===== config.mk =====
export PLATFORM = sky130hd
export DESIGN_NAME = ctl_port_regfile
export DESIGN_NICKNAME = d
export VERILOG_FILES = /design/src/rtl/ctl_port_pkg.sv /design/src/rtl/ctl_pin_sync.sv /design/src/rtl/ctl_shifter.sv /design/src/rtl/ctl_regbank.sv /design/src/rtl/ctl_port_regfile.sv
export SDC_FILE = /design/constraint.sdc
export NUM_CORES = 1
export LEC_CHECK = 0
export BUFFER_PORTS_ARGS = -buffer_cell sky130_fd_sc_hd__buf_2
export CORE_MARGIN = 1
export CORE_UTILIZATION = 58
export CTS_BUF_LIST = sky130_fd_sc_hd__clkbuf_8
export CTS_CLUSTER_DIAMETER = 200
export DETAILED_ROUTE_END_ITERATION = 16
export HOLD_SLACK_MARGIN = 0.1
export PLACE_DENSITY = 0.81
export SLEW_MARGIN = 20
export SYNTH_ARGS = -nofsm -noshare
export SYNTH_HDL_FRONTEND = slang
export SYNTH_SLANG_ARGS = --single-unit

===== constraint.sdc =====
create_clock -name clk -period 2 [get_ports clk]
set_input_delay 0.1 -clock clk [delete_from_list [all_inputs] [get_ports clk]]
set_output_delay 0.1 -clock clk [all_outputs]
set_load 0.05 [all_outputs]

===== src/rtl/ctl_port_pkg.sv =====
// Shared definitions for the serial control register file.
// Assumes three destination registers chosen by a two-bit select code.
package ctl_port_pkg;

    localparam int SEL_W    = 2;
    localparam int NUM_REGS = 3;

    typedef enum logic [SEL_W-1:0] {
        SEL_LEFT  = 2'b00,
        SEL_RIGHT = 2'b01,
        SEL_CTRL  = 2'b10,
        SEL_NONE  = 2'b11
    } sel_e;

endpackage


===== src/rtl/ctl_pin_sync.sv =====
// Brings WIDTH asynchronous pins into the core clock domain through
// STAGES flops each, and flags a rising edge of each synchronized pin.
// Assumes each pin stays at one level for several core cycles.
module ctl_pin_sync #(
    parameter int WIDTH  = 3,
    parameter int STAGES = 2
) (
    input  logic             clk,
    input  logic             rst_n,
    input  logic [WIDTH-1:0] pins_i,
    output logic [WIDTH-1:0] level_o,
    output logic [WIDTH-1:0] rise_o
);

    logic [WIDTH-1:0] prev_q;

    for (genvar b = 0; b < WIDTH; b++) begin : g_bit
        logic [STAGES-1:0] chain_q;

        // Shift the pin through the synchronizer chain.
        always_ff @(posedge clk) begin
            if (!rst_n) chain_q <= '0;
            else        chain_q <= {chain_q[STAGES-2:0], pins_i[b]};
        end

        assign level_o[b] = chain_q[STAGES-1];
    end

    // Keep the previous synchronized level for edge detection.
    always_ff @(posedge clk) begin
        if (!rst_n) prev_q <= '0;
        else        prev_q <= level_o;
    end

    assign rise_o = level_o & ~prev_q;

endmodule


===== src/rtl/ctl_shifter.sv =====
// Collects serial bits MSB first and counts them up to WORD_W.
// On a latch strobe after at least WORD_W bits, it presents the last
// WORD_W bits with a one-cycle commit. Shorter bursts are dropped.
// Assumes bit and latch strobes are single-cycle core-domain pulses.
module ctl_shifter #(
    parameter int WORD_W = 16
) (
    input  logic              clk,
    input  logic              rst_n,
    input  logic              bit_stb_i,
    input  logic              bit_val_i,
    input  logic              latch_stb_i,
    output logic [WORD_W-1:0] word_o,
    output logic              commit_o
);

    localparam int CNT_W = $clog2(WORD_W + 1);
    localparam logic [CNT_W-1:0] CNT_FULL = CNT_W'(WORD_W);

    logic [WORD_W-1:0] shift_q;
    logic [CNT_W-1:0]  cnt_q;

    // Shift in one bit for each serial clock rise; older bits drop out.
    always_ff @(posedge clk) begin
        if (!rst_n)         shift_q <= '0;
        else if (bit_stb_i) shift_q <= {shift_q[WORD_W-2:0], bit_val_i};
    end

    // Count bits since the last latch, saturating at a full word.
    always_ff @(posedge clk) begin
        if (!rst_n)                               cnt_q <= '0;
        else if (latch_stb_i)                     cnt_q <= '0;
        else if (bit_stb_i && cnt_q != CNT_FULL)  cnt_q <= cnt_q + 1'b1;
    end

    // Capture the word and raise commit when a full word is latched.
    always_ff @(posedge clk) begin
        if (!rst_n) begin
            word_o   <= '0;
            commit_o <= 1'b0;
        end else begin
            commit_o <= latch_stb_i && (cnt_q == CNT_FULL);
            if (latch_stb_i && (cnt_q == CNT_FULL)) word_o <= shift_q;
        end
    end

    p_cnt_bound_r8: assert property (@(posedge clk) disable iff (!rst_n)
        cnt_q <= CNT_FULL);

    p_commit_full_r8: assert property (@(posedge clk) disable iff (!rst_n)
        commit_o |-> $past(cnt_q) == CNT_FULL);

    p_latch_restart_r8: assert property (@(posedge clk) disable iff (!rst_n)
        latch_stb_i |=> cnt_q == '0);

endmodule


===== src/rtl/ctl_regbank.sv =====
// Holds the three destination registers. On a commit it decodes the
// select code in the low bits of the word and loads the upper bits into
// the chosen register, with a one-cycle update pulse for that register.
// Assumes commit is a single-cycle pulse.
module ctl_regbank
    import ctl_port_pkg::*;
#(
    parameter int WORD_W = 16
) (
    input  logic                    clk,
    input  logic                    rst_n,
    input  logic                    commit_i,
    input  logic [WORD_W-1:0]       word_i,
    output logic [WORD_W-SEL_W-1:0] reg_o [NUM_REGS],
    output logic [NUM_REGS-1:0]     upd_o
);

    localparam int DATA_W = WORD_W - SEL_W;

    sel_e              sel;
    logic [DATA_W-1:0] data;

    assign sel  = sel_e'(word_i[SEL_W-1:0]);
    assign data = word_i[WORD_W-1:SEL_W];

    for (genvar g = 0; g < NUM_REGS; g++) begin : g_reg
        // Volumes reset to full scale, the control word to zero.
        localparam logic [DATA_W-1:0] RST_VAL = (g < 2) ? '1 : '0;
        logic hit;

        assign hit = commit_i && (sel == sel_e'(g));

        // Load the register and pulse its update flag on a matching commit.
        always_ff @(posedge clk) begin
            if (!rst_n) begin
                reg_o[g] <= RST_VAL;
                upd_o[g] <= 1'b0;
            end else begin
                upd_o[g] <= hit;
                if (hit) reg_o[g] <= data;
            end
        end

        p_change_needs_upd_r9: assert property (@(posedge clk) disable iff (!rst_n)
            (reg_o[g] != $past(reg_o[g])) |-> upd_o[g]);

        p_upd_one_cycle_r10: assert property (@(posedge clk) disable iff (!rst_n)
            upd_o[g] |=> !upd_o[g]);
    end

    p_upd_onehot_r10: assert property (@(posedge clk) disable iff (!rst_n)
        $onehot0(upd_o));

    p_reserved_ignored_r6: assert property (@(posedge clk) disable iff (!rst_n)
        (commit_i && sel == SEL_NONE) |=> upd_o == '0);

endmodule


===== src/rtl/ctl_port_regfile.sv =====
// Top of the serial control register file. Synchronizes the serial
// clock, data and latch pins to the core clock, shifts the word and
// writes the addressed register. Assumes the serial clock and latch
// levels each last at least three core cycles.
module ctl_port_regfile
    import ctl_port_pkg::*;
#(
    parameter int WORD_W      = 16,
    parameter int SYNC_STAGES = 2
) (
    input  logic                    clk,
    input  logic                    rst_n,
    input  logic                    ser_clk,
    input  logic                    ser_data,
    input  logic                    ser_latch,
    output logic [WORD_W-SEL_W-1:0] vol_left,
    output logic [WORD_W-SEL_W-1:0] vol_right,
    output logic [WORD_W-SEL_W-1:0] ctrl_word,
    output logic                    upd_left,
    output logic                    upd_right,
    output logic                    upd_ctrl
);

    localparam int DATA_W = WORD_W - SEL_W;
    localparam int PIN_W  = 3;

    logic [PIN_W-1:0]    pin_lvl;
    logic [PIN_W-1:0]    pin_rise;
    logic [WORD_W-1:0]   word;
    logic                commit;
    logic [DATA_W-1:0]   regs [NUM_REGS];
    logic [NUM_REGS-1:0] upd;

    ctl_pin_sync #(
        .WIDTH  (PIN_W),
        .STAGES (SYNC_STAGES)
    ) u_sync (
        .clk     (clk),
        .rst_n   (rst_n),
        .pins_i  ({ser_latch, ser_data, ser_clk}),
        .level_o (pin_lvl),
        .rise_o  (pin_rise)
    );

    ctl_shifter #(
        .WORD_W (WORD_W)
    ) u_shift (
        .clk         (clk),
        .rst_n       (rst_n),
        .bit_stb_i   (pin_rise[0]),
        .bit_val_i   (pin_lvl[1]),
        .latch_stb_i (pin_rise[2]),
        .word_o      (word),
        .commit_o    (commit)
    );

    ctl_regbank #(
        .WORD_W (WORD_W)
    ) u_bank (
        .clk      (clk),
        .rst_n    (rst_n),
        .commit_i (commit),
        .word_i   (word),
        .reg_o    (regs),
        .upd_o    (upd)
    );

    assign vol_left  = regs[0];
    assign vol_right = regs[1];
    assign ctrl_word = regs[2];
    assign upd_left  = upd[0];
    assign upd_right = upd[1];
    assign upd_ctrl  = upd[2];

endmodule


==> PnR_summary.wiki, run 1 <==
{| class="wikitable"
! Metric !! Value
|-
| Final setup TNS || 0 ns
|-
| Clock-pin transition on the worst setup and hold timing paths || 0.09 ns
|-
| Hold Worst Slack || 0.439 ns
|-
| Number of antenna cells inserted || 0
|-
| Number of H-tree levels || 3
|-
| Pins Over Slew Limit || 0
|-
| Worst path arrival time || 1.83 ns
|-
| Start point of the critical path || u_shift.cnt_q[0]$_SDFFE_PP0P_
|-
| Count of maximum capacitance violations || 0
|-
| Total of warnings raised by yosys || 0
|-
| Number of vias after detailed routing || 2623
|-
| CTS sink count || 91
|-
| Max Freq || 0.642 GHz
|-
| Starting DRT DRC Count || 157
|-
| Critical Path Source Type || register
|-
| Static leakage || 1.51 nW
|-
| Number of optimization iterations in the first detailed-route pass || 4
|-
| Full die area || 6110 um2
|-
| Half-perimeter wire length after detailed placement || 4180 um
|-
| Cell count along the critical path || 5
|-
| Worst voltage drop across the vdd grid || 0.429 mV
|-
| Post-synthesis instance area || 3360 um2
|-
| Type of the setup path with the least slack || reg2reg
|-
| DR WL/cell || 12.4 um
|-
| Die width || 78.2 um
|-
| Type of element capturing the critical path || register
|-
| Core Footprint || 5540 um2
|-
| Minimum setup slack among reg-to-reg paths || 0.44 ns
|-
| Crit path buf inv count || 1
|-
| Capture point of the critical path || u_shift.cnt_q[0]$_SDFFE_PP0P_
|-
| Skew-Pair Late Insertion Delay || 0.35 ns
|-
| Worst flop-to-flop path startpoint || u_shift.cnt_q[0]$_SDFFE_PP0P_
|-
| Area of all sequential standard cells || 1820 um2
|-
| Cell with the biggest individual delay on the critical path || sky130_fd_sc_hd__nor4bb_1
|-
| Average footprint of a synthesized cell || 8.74 um2
|-
| Outcome || finished clean
|-
| Proportion of netlist area held by the largest area contributor || 0.541
|-
| IO Port Bufs || 49
|-
| Number of standard-cell rows in the floorplan || 27
|-
| Sequential element share of the synthesized area || 0.541
|-
| Critical path peak fanout || 4
|-
| Final setup violation count || 0
|-
| Most area-consuming cells after synthesis || sky130_fd_sc_hd__dfxtp_1 (54%), sky130_fd_sc_hd__nand2_1 (17%), sky130_fd_sc_hd__a21boi_0 (5.6%), sky130_fd_sc_hd__mux2i_1 (4.8%), sky130_fd_sc_hd__nand3_1 (4.6%)
|-
| Worst setup slack before clock tree synthesis || 0.488 ns
|-
| Transition time of the tightest slew-check pin || 0.588 ns
|-
| Post-layout instance count excluding filler cells || 509
|-
| Number of nets still failing antenna checks after routing || 0
|-
| Final Routed Wirelength || 6320 um
|-
| Period minus WS final || 1.56 ns
|-
| Pin count of the biggest net entering global routing || 50
|-
| Final setup skew || 0.00757 ns
|-
| Cell type with the highest aggregate area in the netlist || sky130_fd_sc_hd__dfxtp_1
|-
| End of the worst register-to-register path || u_shift.cnt_q[0]$_SDFFE_PP0P_
|-
| Number of antenna violations at the first check in global routing || 0
|-
| Hold Vio Cnt, Final || 0
|-
| Depth of the worst register-to-register path || 5
|-
| RSZ-0062 raised after global routing || no
|-
| Global Route Usage Sum || 0.225
|-
| Post-synthesis to final-layout area growth || 14.4%
|-
| Avg Vias per Cell || 5.15
|-
| Fill cells || 417
|-
| Effective utilization at floorplan || 0.607
|-
| Worst stage delay on the critical path || 0.50 ns
|-
| Count of pins on the block boundary || 50
|-
| Number of design rule violations left after detail routing || 0
|-
| Worst hold path type || reg2reg
|-
| Vias in the first global route || 2380
|-
| First-pass GRT wire length || 10700 um
|-
| Setup slack after layout || 0.442 ns
|-
| Buffer cell driving the clock tree root || sky130_fd_sc_hd__clkbuf_8
|-
| CTS buffer count || 9
|-
| Cells along the critical path || inv_1 > ha_1 > nor4bb_1 > o21ai_0 > a21oi_1
|-
| Syn_nets || 392
|-
| Die span in y || 78.2 um
|-
| Fraction of layout cells with a size suffix above 1 || 0.169
|-
| Register bit total from synthesis || 91
|-
| Slew HR || 0.607
|-
| Net total in the final layout || 439
|-
| Longest Clk Path Bufs || 2
|-
| Final global-route overflow total || 0
|-
| Post-CTS setup buffers || 0
|-
| Distinct cells, synth || 26
|-
| Combined area of the multi-input logic cells || 1400 um2
|-
| Top Family by Delay on Critical Path || simple AND/OR/NAND/NOR gates
|-
| TritonCTS clock tree || yes
|-
| Routability Congestion || 0.818
|-
| Synthesized netlist cell count || 385
|-
| Fraction of the cycle the final worst path needs || 0.779
|-
| Required time of the critical path || 2.28 ns
|-
| Cell count after placement || 487
|-
| Power per cell area || 780 nW/um2
|}
## cells by family (layout without fill, tap and decap cells)
logic type	after synthesis	after routing	share of synthesized area
mux	16	16	0.0476
fa+ha+maj	2	2	0.00744
simple gates	210	210	0.281
compound gates	39	39	0.0803
flops	91	91	0.541
buf+inv	27	79	0.0424
## flip-flops by register name, summed over array words and instances (netlist names)
signal	flops
u_bank.reg_o	42
u_bank.upd_o	3
u_sync.prev_q	2
u_sync.g_bit.chain_q	6
u_shift.word_o	16
u_shift.shift_q	16
u_shift.commit_o	1
u_shift.cnt_q	5
## how the worst min path moves through the flow
stage / start / end / slack [ns] / cells after the start
after floorplan: ser_clk / u_sync.g_bit[0].chain_q[0]$_SDFF_PN0_ / 0.23 / 1
after global placement: ser_data / u_sync.g_bit[1].chain_q[0]$_SDFF_PN0_ / 0.31 / 2
after detailed placement: ser_data / u_sync.g_bit[1].chain_q[0]$_SDFF_PN0_ / 0.32 / 2
after CTS: u_sync.g_bit[0].chain_q[0]$_SDFF_PN0_ / u_sync.g_bit[0].chain_q[1]$_SDFF_PN0_ / 0.44 / 1
after global routing: u_sync.g_bit[0].chain_q[0]$_SDFF_PN0_ / u_sync.g_bit[0].chain_q[1]$_SDFF_PN0_ / 0.47 / 1
final: u_sync.g_bit[0].chain_q[0]$_SDFF_PN0_ / u_sync.g_bit[0].chain_q[1]$_SDFF_PN0_ / 0.44 / 1
## cells in the final DEF (no fill, tap or decap), drive strengths merged
cell type / synthesis / final
clkinvlp: 0 / 3
o21ai: 4 / 4
buf: 16 / 55
nand3: 31 / 31
nor2: 1 / 1
nor2b: 1 / 1
dlygate4sd3: 0 / 6
dfxtp: 91 / 91
nor4bb: 1 / 1
clkinv: 0 / 3
nand3b: 3 / 3
ha: 2 / 2
nand2b: 2 / 2
nand2: 151 / 151
and2: 12 / 12
a21oi: 5 / 5
and3b: 2 / 2
nor3b: 1 / 1
mux2i: 16 / 16
clkbuf: 9 / 10
or3: 3 / 3
nand4bb: 1 / 1
or3b: 1 / 1
a21boi: 30 / 30
inv: 2 / 2
## report_power, final
part | switching [W] | internal [W] | total (W)
clock | 0.000624 | 0.000483 | 0.00111
combinational | 0.0000454 | 0.0000297 | 0.0000751
sequential | 0.00000369 | 0.00182 | 0.00182
## timing repair
item / in CTS / in global routing
hold buffers: 6 / 0
gates resized for setup: 0 / 0
endpoints found under the hold margin: 9 / 0
## Yosys cell counts
cell,instances
sky130_fd_sc_hd__nand3b_1,3
sky130_fd_sc_hd__nand2_1,151
sky130_fd_sc_hd__o21ai_0,4
sky130_fd_sc_hd__mux2i_1,16
sky130_fd_sc_hd__nand3_1,31
sky130_fd_sc_hd__buf_6,1
sky130_fd_sc_hd__or3_1,3
sky130_fd_sc_hd__dfxtp_1,91
sky130_fd_sc_hd__inv_1,2
sky130_fd_sc_hd__nor2b_1,1
sky130_fd_sc_hd__nand4bb_4,1
sky130_fd_sc_hd__and2_1,12
sky130_fd_sc_hd__nor3b_2,1
sky130_fd_sc_hd__nor2_4,1
sky130_fd_sc_hd__nand2b_1,2
sky130_fd_sc_hd__a21boi_1,5
sky130_fd_sc_hd__buf_4,2
sky130_fd_sc_hd__ha_1,2
sky130_fd_sc_hd__and3b_1,2
sky130_fd_sc_hd__a21boi_0,25
sky130_fd_sc_hd__a21oi_1,5
sky130_fd_sc_hd__clkbuf_1,9
sky130_fd_sc_hd__or3b_1,1
sky130_fd_sc_hd__buf_8,1
sky130_fd_sc_hd__nor4bb_1,1
sky130_fd_sc_hd__buf_2,12
## per-layer routing
metal | global-route usage | share of wire
met1 | 0.283 | 0.49
met2 | 0.360 | 0.45
met3 | 0.0674 | 0.041
met4 | 0.0889 | 0.015
met5 | 0 | 0
## area by class of cell
class	instances	area share
multi-input cells	267	0.364
well taps	72	0.0234
repair buffers	61	0.0910
flip-flops and latches	91	0.473
inverters	2	0.00195
clock buffers	10	0.0358
clock inverters	6	0.0107
## stage by stage
stage                     cell area (um2)   util  total power [W]
after floorplan                      3360      -          0.00191
after global placement               3610  0.652          0.00193
after detailed placement             3610  0.652          0.00193
after CTS                            3850  0.695          0.00303
after global routing                 3850  0.695          0.00312
final                                3850  0.695          0.00300
(Power assumes the default switching activity.)
==> inputs of run 2 (changes only) <==
--- a/config.mk
+++ b/config.mk
@@ -7,12 +7,12 @@
 export LEC_CHECK = 0
 export BUFFER_PORTS_ARGS = -buffer_cell sky130_fd_sc_hd__buf_2
 export CORE_MARGIN = 1
-export CORE_UTILIZATION = 58
+export CORE_UTILIZATION = 53
 export CTS_BUF_LIST = sky130_fd_sc_hd__clkbuf_8
 export CTS_CLUSTER_DIAMETER = 200
 export DETAILED_ROUTE_END_ITERATION = 16
 export HOLD_SLACK_MARGIN = 0.1
-export PLACE_DENSITY = 0.81
+export PLACE_DENSITY = 0.78
 export SLEW_MARGIN = 20
 export SYNTH_ARGS = -nofsm -noshare
 export SYNTH_HDL_FRONTEND = slang
==> constraint.sdc (replaced) <==
create_clock -name clk -period 1.43 [get_ports clk]
set_input_delay 0.0715 -clock clk [delete_from_list [all_inputs] [get_ports clk]]
set_output_delay 0.0715 -clock clk [all_outputs]
set_load 0.05 [all_outputs]
==> run 2 against run 1 <==
Compared with the run above: critical endpoint is now u_shift.word_o[6]$_SDFFE_PN0P_; worst hold slack improved by 0.0081 ns; critical path type unchanged; clock-buffer cell count decreased by 1; sequential share of layout area decreased by 2.1 points; non-clock buffer count increased by 7; largest power group unchanged; final cell count increased by 2.0%; clock power increased by 58%.
==> PnR_summary.wiki, run 2 (synthesis gave the netlist of run 1 again) <==
{| class="wikitable"
! Metric !! Value
|-
| First-pass GRT wire length || 10400 um (was 10700 um)
|-
| DR WL/cell || 12.8 um (was 12.4 um)
|-
| Combined area of the multi-input logic cells || 1430 um2 (was 1400 um2)
|-
| Count of maximum capacitance violations || 0 (unchanged)
|-
| Depth of the worst register-to-register path || 6 (was 5)
|-
| Static leakage || 1.59 nW (was 1.51 nW)
|-
| Half-perimeter wire length after detailed placement || 4230 um (was 4180 um)
|-
| Fill cells || 499 (was 417)
|-
| Fraction of layout cells with a size suffix above 1 || 0.196 (was 0.169)
|-
| Start point of the critical path || u_shift.cnt_q[1]$_SDFFE_PP0P_ (was u_shift.cnt_q[0]$_SDFFE_PP0P_)
|-
| Number of standard-cell rows in the floorplan || 28 (was 27)
|-
| Final Routed Wirelength || 6640 um (was 6320 um)
|-
| Hold Vio Cnt, Final || 0 (unchanged)
|-
| Final setup skew || 0.00837 ns (was 0.00757 ns)
|-
| Registers with the most flip-flops || u_bank.reg_o: 42 flops, u_shift.shift_q: 16 flops, u_shift.word_o: 16 flops (unchanged)
|-
| Number of antenna violations at the first check in global routing || 0 (unchanged)
|-
| Clock group share of total power || 0.396 (was 0.368)
|-
| Non-Filler Cell Area, Final || 4030 um2 (was 3850 um2)
|-
| Number of design rule violations left after detail routing || 0 (unchanged)
|-
| Longest Clk Path Bufs || 2 (unchanged)
|-
| Total cell area at the placement stage || 3670 um2 (was 3610 um2)
|-
| Worst Hold Launch || u_sync.g_bit[1].chain_q[0]$_SDFF_PN0_ (was u_sync.g_bit[0].chain_q[0]$_SDFF_PN0_)
|-
| Effective utilization at floorplan || 0.558 (was 0.607)
|-
| Worst flop-to-flop path startpoint || u_shift.cnt_q[1]$_SDFFE_PP0P_ (was u_shift.cnt_q[0]$_SDFFE_PP0P_)
|-
| Most common library cell in the layout ignoring fill and taps || sky130_fd_sc_hd__nand2_1 (unchanged)
|-
| Avg Vias per Cell || 5.14 (was 5.15)
|-
| Number of antenna cells inserted || 0 (unchanged)
|-
| Final setup violation count || 0 (unchanged)
|-
| Pint || 0.00341 W (was 0.00233 W)
|-
| Switching share of power || 0.227 (was 0.224)
|-
| Die width || 81.7 um (was 78.2 um)
|-
| Skew-Pair Late Insertion Delay || 0.36 ns (was 0.35 ns)
|-
| Post-synthesis to final-layout area growth || 19.9% (was 14.4%)
|-
| Count of pins on the block boundary || 50 (unchanged)
|-
| End of the worst register-to-register path || u_shift.word_o[6]$_SDFFE_PN0P_ (was u_shift.cnt_q[0]$_SDFFE_PP0P_)
|-
| Full die area || 6670 um2 (was 6110 um2)
|-
| Critical Path Source Type || register (unchanged)
|-
| Final global-route overflow total || 0 (unchanged)
|-
| Power share of the sequential group || 0.578 (was 0.607)
|-
| Period minus WS final || 1.40 ns (was 1.56 ns)
|-
| Max reg flops || 42 (unchanged)
|-
| Required time of the critical path || 1.71 ns (was 2.28 ns)
|-
| Most flops, register || u_bank.reg_o (unchanged)
|-
| Die span in y || 81.7 um (was 78.2 um)
|-
| Comb power frac || 0.025 (about the same)
|-
| Worst hold path type || reg2reg (unchanged)
|-
| IO Port Bufs || 49 (unchanged)
|-
| Endpoint with the worst hold slack || u_sync.g_bit[1].chain_q[1]$_SDFF_PN0_ (was u_sync.g_bit[0].chain_q[1]$_SDFF_PN0_)
|-
| Fraction of the cycle the final worst path needs || 0.981 (was 0.779)
|-
| Worst path arrival time || 1.68 ns (was 1.83 ns)
|-
| Power per cell area || 1090 nW/um2 (was 780 nW/um2)
|-
| Slew HR || 0.783 (was 0.607)
|-
| Type of element capturing the critical path || register (unchanged)
|-
| Transition time of the tightest slew-check pin || 0.326 ns (was 0.588 ns)
|-
| Pin count of the biggest net entering global routing || 96 (was 50)
|-
| Net total in the final layout || 446 (was 439)
|-
| Core Footprint || 6030 um2 (was 5540 um2)
|-
| Outcome || finished clean (unchanged)
|-
| Routability Congestion || 0.715 (was 0.818)
|-
| Hold depth || 1 (unchanged)
|-
| Number of H-tree levels || 3 (unchanged)
|-
| Worst voltage drop across the vdd grid || 0.694 mV (was 0.429 mV)
|-
| Area of all sequential standard cells || 1820 um2 (about the same)
|-
| Number of nets still failing antenna checks after routing || 0 (unchanged)
|-
| Starting DRT DRC Count || 146 (was 157)
|-
| Buffer cell driving the clock tree root || sky130_fd_sc_hd__clkbuf_8 (unchanged)
|-
| Worst setup slack before clock tree synthesis || -0.0143 ns (was 0.488 ns)
|-
| Clock-pin transition on the worst setup and hold timing paths || 0.09 ns (about the same)
|-
| Number of optimization iterations in the first detailed-route pass || 4 (unchanged)
|-
| Max Freq || 0.713 GHz (was 0.642 GHz)
|-
| CTS sink count || 91 (unchanged)
|-
| Setup slack after layout || 0.0266 ns (was 0.442 ns)
|-
| Number of vias after detailed routing || 2667 (was 2623)
|-
| Switching power total || 0.000999 W (was 0.000673 W)
|-
| Commonest cells after routing, fill and taps aside || sky130_fd_sc_hd__nand2_1 (151), sky130_fd_sc_hd__dfxtp_1 (89), sky130_fd_sc_hd__buf_2 (49) (was sky130_fd_sc_hd__nand2_1 (151), sky130_fd_sc_hd__dfxtp_1 (91), sky130_fd_sc_hd__buf_2 (49))
|-
| CTS buffer count || 9 (unchanged)
|-
| Vias in the first global route || 2323 (was 2380)
|-
| Critical path peak fanout || 4 (unchanged)
|-
| Pins Over Slew Limit || 0 (unchanged)
|-
| Minimum setup slack among reg-to-reg paths || 0.03 ns (was 0.44 ns)
|-
| Global Route Usage Sum || 0.207 (was 0.225)
|-
| Type of the setup path with the least slack || reg2reg (unchanged)
|-
| TritonCTS clock tree || yes (unchanged)
|}
run 2: layout make-up:
| type | instances | share of cell area |
|---|---|---|
| multi-input combinational | 267 | 0.355 |
| timing repair buffer | 68 | 0.118 |
| clock inverter | 7 | 0.0189 |
| tap | 75 | 0.0233 |
| clock buffer | 9 | 0.0307 |
| inverter | 2 | 0.00186 |
| sequential | 91 | 0.452 |
run 2: metal layers:
| metal | GRT usage | part of all wire | vias up |
|---|---|---|---|
| met2 | 0.336 | 0.48 | 80 |
| li1 | - | - | 1349 |
| met1 | 0.256 | 0.45 | 1226 |
| met3 | 0.0444 | 0.046 | 12 |
| met4 | 0.109 | 0.018 | 0 |
| met5 | 0 | 0 | - |
run 2: critical path, stage by stage (launching register included):
cell and delay (ns):
sky130_fd_sc_hd__dfxtp_2 0.35, sky130_fd_sc_hd__inv_2 0.07, sky130_fd_sc_hd__ha_4 0.15, sky130_fd_sc_hd__nand4bb_4 0.13, sky130_fd_sc_hd__nor2_4 0.23, sky130_fd_sc_hd__clkbuf_16 0.19, sky130_fd_sc_hd__mux2i_1 0.21
run 2: how the worst max path moves through the flow:
| stage | to | slack, ns |
|---|---|---|
| floorplan | u_shift.word_o[10]$_SDFFE_PN0P_ | 0.07 |
| global placement | u_shift.cnt_q[1]$_SDFFE_PP0P_ | 0.08 |
| detailed placement | u_shift.cnt_q[1]$_SDFFE_PP0P_ | -0.01 |
| CTS | u_shift.cnt_q[2]$_SDFFE_PP0P_ | 0.02 |
| global route | u_shift.word_o[6]$_SDFFE_PN0P_ | -0.02 |
| finish | u_shift.word_o[6]$_SDFFE_PN0P_ | 0.03 |
run 2: what timing repair did:
action                                  4_1_cts  5_1_grt
setup buffers                                 0        1
hold buffers                                  7        0
hold endpoints to repair                      7        0
pin swaps                                     0        2
gates resized for setup                       1        8
gates cloned                                  0        2
endpoints found under the setup margin        2       23
run 2: stage by stage:
step / TNS, ns / cells / total power (W) / hold WS (ns) / util
3_5_place_dp: -0.0215 / 493 / 0.00270 / 0.290 / 0.610
2_1_floorplan: 0 / 385 / 0.00268 / 0.199 / -
3_3_place_gp: 0 / 493 / 0.00270 / 0.281 / 0.610
6_report: 0 / 519 / 0.00441 / 0.447 / 0.669
4_1_cts: 0 / 516 / 0.00443 / 0.441 / 0.656
5_1_grt: -0.0242 / 519 / 0.00455 / 0.469 / 0.669
run 2: power by group through the flow:
| stage | Combinational, W | Clock, W | Sequential [W] |
|---|---|---|---|
| global route | 0.000122 | 0.00187 | 0.00255 |
| detailed placement | 0.0000938 | 0 | 0.00261 |
| global placement | 0.0000931 | 0 | 0.00261 |
| floorplan | 0.0000721 | 0 | 0.00261 |
| CTS | 0.000109 | 0.00177 | 0.00255 |
| finish | 0.000112 | 0.00175 | 0.00255 |
==> inputs of run 3 (changes only) <==
--- a/config.mk
+++ b/config.mk
@@ -7,12 +7,11 @@
 export LEC_CHECK = 0
 export BUFFER_PORTS_ARGS = -buffer_cell sky130_fd_sc_hd__buf_2
 export CORE_MARGIN = 1
-export CORE_UTILIZATION = 53
+export CORE_UTILIZATION = 40
 export CTS_BUF_LIST = sky130_fd_sc_hd__clkbuf_8
 export CTS_CLUSTER_DIAMETER = 200
 export DETAILED_ROUTE_END_ITERATION = 16
 export HOLD_SLACK_MARGIN = 0.1
-export PLACE_DENSITY = 0.78
 export SLEW_MARGIN = 20
 export SYNTH_ARGS = -nofsm -noshare
 export SYNTH_HDL_FRONTEND = slang
==> run 3 against run 2 <==
Compared with the run above: register-to-register slack hardly changed; sequential share of layout area is 0.28 points higher; via count is 2.2% lower; global-route usage is 3.7 points lower; final area is 0.62% lower; worst hold slack worse by 0.0077 ns; flip-flop and latch count stayed put; largest cell class unchanged; largest power group unchanged.
==> PnR_summary.wiki, run 3 (synthesis gave the netlist of run 1 again) <==
{| class="wikitable"
! Metric !! Value
|-
| Outcome || finished clean (unchanged)
|-
| Vias in the first global route || 2301 (was 2323)
|-
| IO Port Bufs || 49 (unchanged)
|-
| Worst voltage drop across the vdd grid || 0.443 mV (was 0.694 mV)
|-
| Final setup skew || 0.00906 ns (was 0.00837 ns)
|-
| Worst path arrival time || 1.67 ns (was 1.68 ns)
|-
| Count of maximum capacitance violations || 0 (unchanged)
|-
| Required time of the critical path || 1.71 ns (about the same)
|-
| Final Routed Wirelength || 6820 um (was 6640 um)
|-
| Critical path peak fanout || 4 (unchanged)
|-
| Post-synthesis to final-layout area growth || 19.2% (was 19.9%)
|-
| Period minus WS final || 1.39 ns (was 1.40 ns)
|-
| Hold Vio Cnt, Final || 0 (unchanged)
|-
| Fraction of layout cells with a size suffix above 1 || 0.192 (was 0.196)
|-
| Power per cell area || 1100 nW/um2 (was 1090 nW/um2)
|-
| End of the worst register-to-register path || u_shift.cnt_q[2]$_SDFFE_PP0P_ (was u_shift.word_o[6]$_SDFFE_PN0P_)
|-
| Post-layout utilization of the core || 0.490 (was 0.669)
|-
| Die span in y || 93.7 um (was 81.7 um)
|-
| Combined area of the multi-input logic cells || 1420 um2 (was 1430 um2)
|-
| CTS buffer count || 9 (unchanged)
|-
| Transition time of the tightest slew-check pin || 0.563 ns (was 0.326 ns)
|-
| Pins Over Slew Limit || 0 (unchanged)
|-
| Clock-pin transition on the worst setup and hold timing paths || 0.08 ns (was 0.09 ns)
|-
| Max Freq || 0.720 GHz (was 0.713 GHz)
|-
| Die width || 93.7 um (was 81.7 um)
|-
| Net total in the final layout || 445 (was 446)
|-
| Buffer cell driving the clock tree root || sky130_fd_sc_hd__clkbuf_8 (unchanged)
|-
| Most flops, register || u_bank.reg_o (unchanged)
|-
| Type of element capturing the critical path || register (unchanged)
|-
| Final setup TNS || 0 ns (unchanged)
|-
| Area of all sequential standard cells || 1820 um2 (unchanged)
|-
| Max reg flops || 42 (unchanged)
|-
| Fill cells || 814 (was 499)
|-
| Endpoint with the worst hold slack || u_sync.g_bit[0].chain_q[1]$_SDFF_PN0_ (was u_sync.g_bit[1].chain_q[1]$_SDFF_PN0_)
|-
| Registers with the most flip-flops || u_bank.reg_o: 42 flops, u_shift.shift_q: 16 flops, u_shift.word_o: 16 flops (unchanged)
|-
| Number of standard-cell rows in the floorplan || 33 (was 28)
|-
| Minimum setup slack among reg-to-reg paths || 0.04 ns (was 0.03 ns)
|-
| Hold Worst Slack || 0.439 ns (was 0.447 ns)
|-
| Number of antenna violations at the first check in global routing || 0 (unchanged)
|-
| Number of H-tree levels || 3 (unchanged)
|-
| Hold depth || 1 (unchanged)
|-
| Worst hold path type || reg2reg (unchanged)
|-
| DR WL/cell || 12.4 um (was 12.8 um)
|-
| Number of optimization iterations in the first detailed-route pass || 6 (was 4)
|-
| Number of vias after detailed routing || 2608 (was 2667)
|-
| Skew-Pair Late Insertion Delay || 0.35 ns (was 0.36 ns)
|-
| Fraction of the cycle the final worst path needs || 0.971 (was 0.981)
|-
| Worst Hold Launch || u_sync.g_bit[0].chain_q[0]$_SDFF_PN0_ (was u_sync.g_bit[1].chain_q[0]$_SDFF_PN0_)
|-
| Type of the setup path with the least slack || reg2reg (unchanged)
|-
| Global Route Usage Sum || 0.170 (was 0.207)
|-
| TritonCTS clock tree || yes (unchanged)
|-
| Full die area || 8780 um2 (was 6670 um2)
|-
| Final global-route overflow total || 0 (unchanged)
|-
| Avg Vias per Cell || 4.76 (was 5.14)
|-
| Critical Path Source Type || register (unchanged)
|-
| Static leakage || 1.57 nW (was 1.59 nW)
|-
| Routability Congestion || 0.734 (was 0.715)
|-
| Commonest cells after routing, fill and taps aside || sky130_fd_sc_hd__nand2_1 (151), sky130_fd_sc_hd__dfxtp_1 (89), sky130_fd_sc_hd__buf_2 (49) (unchanged)
|-
| Slew HR || 0.624 (was 0.783)
|-
| Longest Clk Path Bufs || 2 (unchanged)
|-
| Effective utilization at floorplan || 0.412 (was 0.558)
|-
| Half-perimeter wire length after detailed placement || 4580 um (was 4230 um)
|-
| CTS sink count || 91 (unchanged)
|-
| Count of pins on the block boundary || 50 (unchanged)
|-
| Number of nets still failing antenna checks after routing || 0 (unchanged)
|-
| Most common library cell in the layout ignoring fill and taps || sky130_fd_sc_hd__nand2_1 (unchanged)
|-
| Core Footprint || 8180 um2 (was 6030 um2)
|-
| Depth of the worst register-to-register path || 5 (was 6)
|-
| Number of design rule violations left after detail routing || 0 (unchanged)
|-
| Pin count of the biggest net entering global routing || 52 (was 96)
|-
| Starting DRT DRC Count || 125 (was 146)
|-
| Worst flop-to-flop path startpoint || u_shift.cnt_q[0]$_SDFFE_PP0P_ (was u_shift.cnt_q[1]$_SDFFE_PP0P_)
|-
| Number of antenna cells inserted || 0 (unchanged)
|-
| Final setup violation count || 0 (unchanged)
|-
| Overall power consumption || 0.00440 W (was 0.00441 W)
|-
| First-pass GRT wire length || 11500 um (was 10400 um)
|}
run 3: critical path, stage by stage, from the launching register on:
cell	delay, ns
sky130_fd_sc_hd__dfxtp_2	0.36
sky130_fd_sc_hd__inv_1	0.06
sky130_fd_sc_hd__ha_1	0.25
sky130_fd_sc_hd__nor4bb_4	0.19
sky130_fd_sc_hd__or3_1	0.35
sky130_fd_sc_hd__a21oi_1	0.13
run 3: worst max-delay path by stage:
stage / startpoint / end / slack (ns)
final: u_shift.cnt_q[0]$_SDFFE_PP0P_ / u_shift.cnt_q[2]$_SDFFE_PP0P_ / 0.04
after global routing: u_shift.cnt_q[0]$_SDFFE_PP0P_ / u_shift.cnt_q[0]$_SDFFE_PP0P_ / -0.03
after CTS: u_shift.cnt_q[0]$_SDFFE_PP0P_ / u_shift.cnt_q[1]$_SDFFE_PP0P_ / 0.003
after detailed placement: u_shift.cnt_q[0]$_SDFFE_PP0P_ / u_shift.cnt_q[1]$_SDFFE_PP0P_ / 0.04
after global placement: u_shift.cnt_q[0]$_SDFFE_PP0P_ / u_shift.cnt_q[1]$_SDFFE_PP0P_ / 0.07
after floorplan: u_shift.cnt_q[0]$_SDFFE_PP0P_ / u_shift.word_o[10]$_SDFFE_PN0P_ / 0.07
run 3: cell type report:
type                    count  share of cell area
repair buffers             67               0.107
clock inverters             6              0.0162
flip-flops and latches     91               0.455
well taps                 105              0.0328
inverters                   2             0.00187
multi-input cells         267               0.353
clock buffers              10              0.0343
run 3: metrics by stage:
stage / setup slack [ns] / std cells / cell area [um2]
CTS: 0.00299 / 548 / 3990
finish: 0.0414 / 548 / 4010
global placement: 0.0719 / 528 / 3750
floorplan: 0.0686 / 385 / 3360
global route: -0.0255 / 548 / 4010
detailed placement: 0.0355 / 528 / 3750
run 3: what timing repair did:
action | CTS | global route
hold endpoints to repair | 11 | 0
buffers inserted | 0 | 0
gates resized for setup | 0 | 4
setup endpoints to repair | 0 | 4
hold buffers | 4 | 0
run 3: routing by layer:
metal	global-route usage	part of all wire	vias to the layer above	wire length [um]
met5	0	0	-	0
met4	0.0846	0.018	0	124
met3	0.0340	0.031	10	210
met2	0.259	0.46	40	3150
met1	0.227	0.49	1205	3330
li1	-	-	1353	-
run 3: where the power goes:
group / switching [W] / leakage (nW) / internal, W / total (W)
Sequential: 0.00000507 / 0.736 / 0.00254 / 0.00255
Clock: 0.000889 / 0.102 / 0.000855 / 0.00174
Combinational: 0.0000658 / 0.728 / 0.0000466 / 0.000112
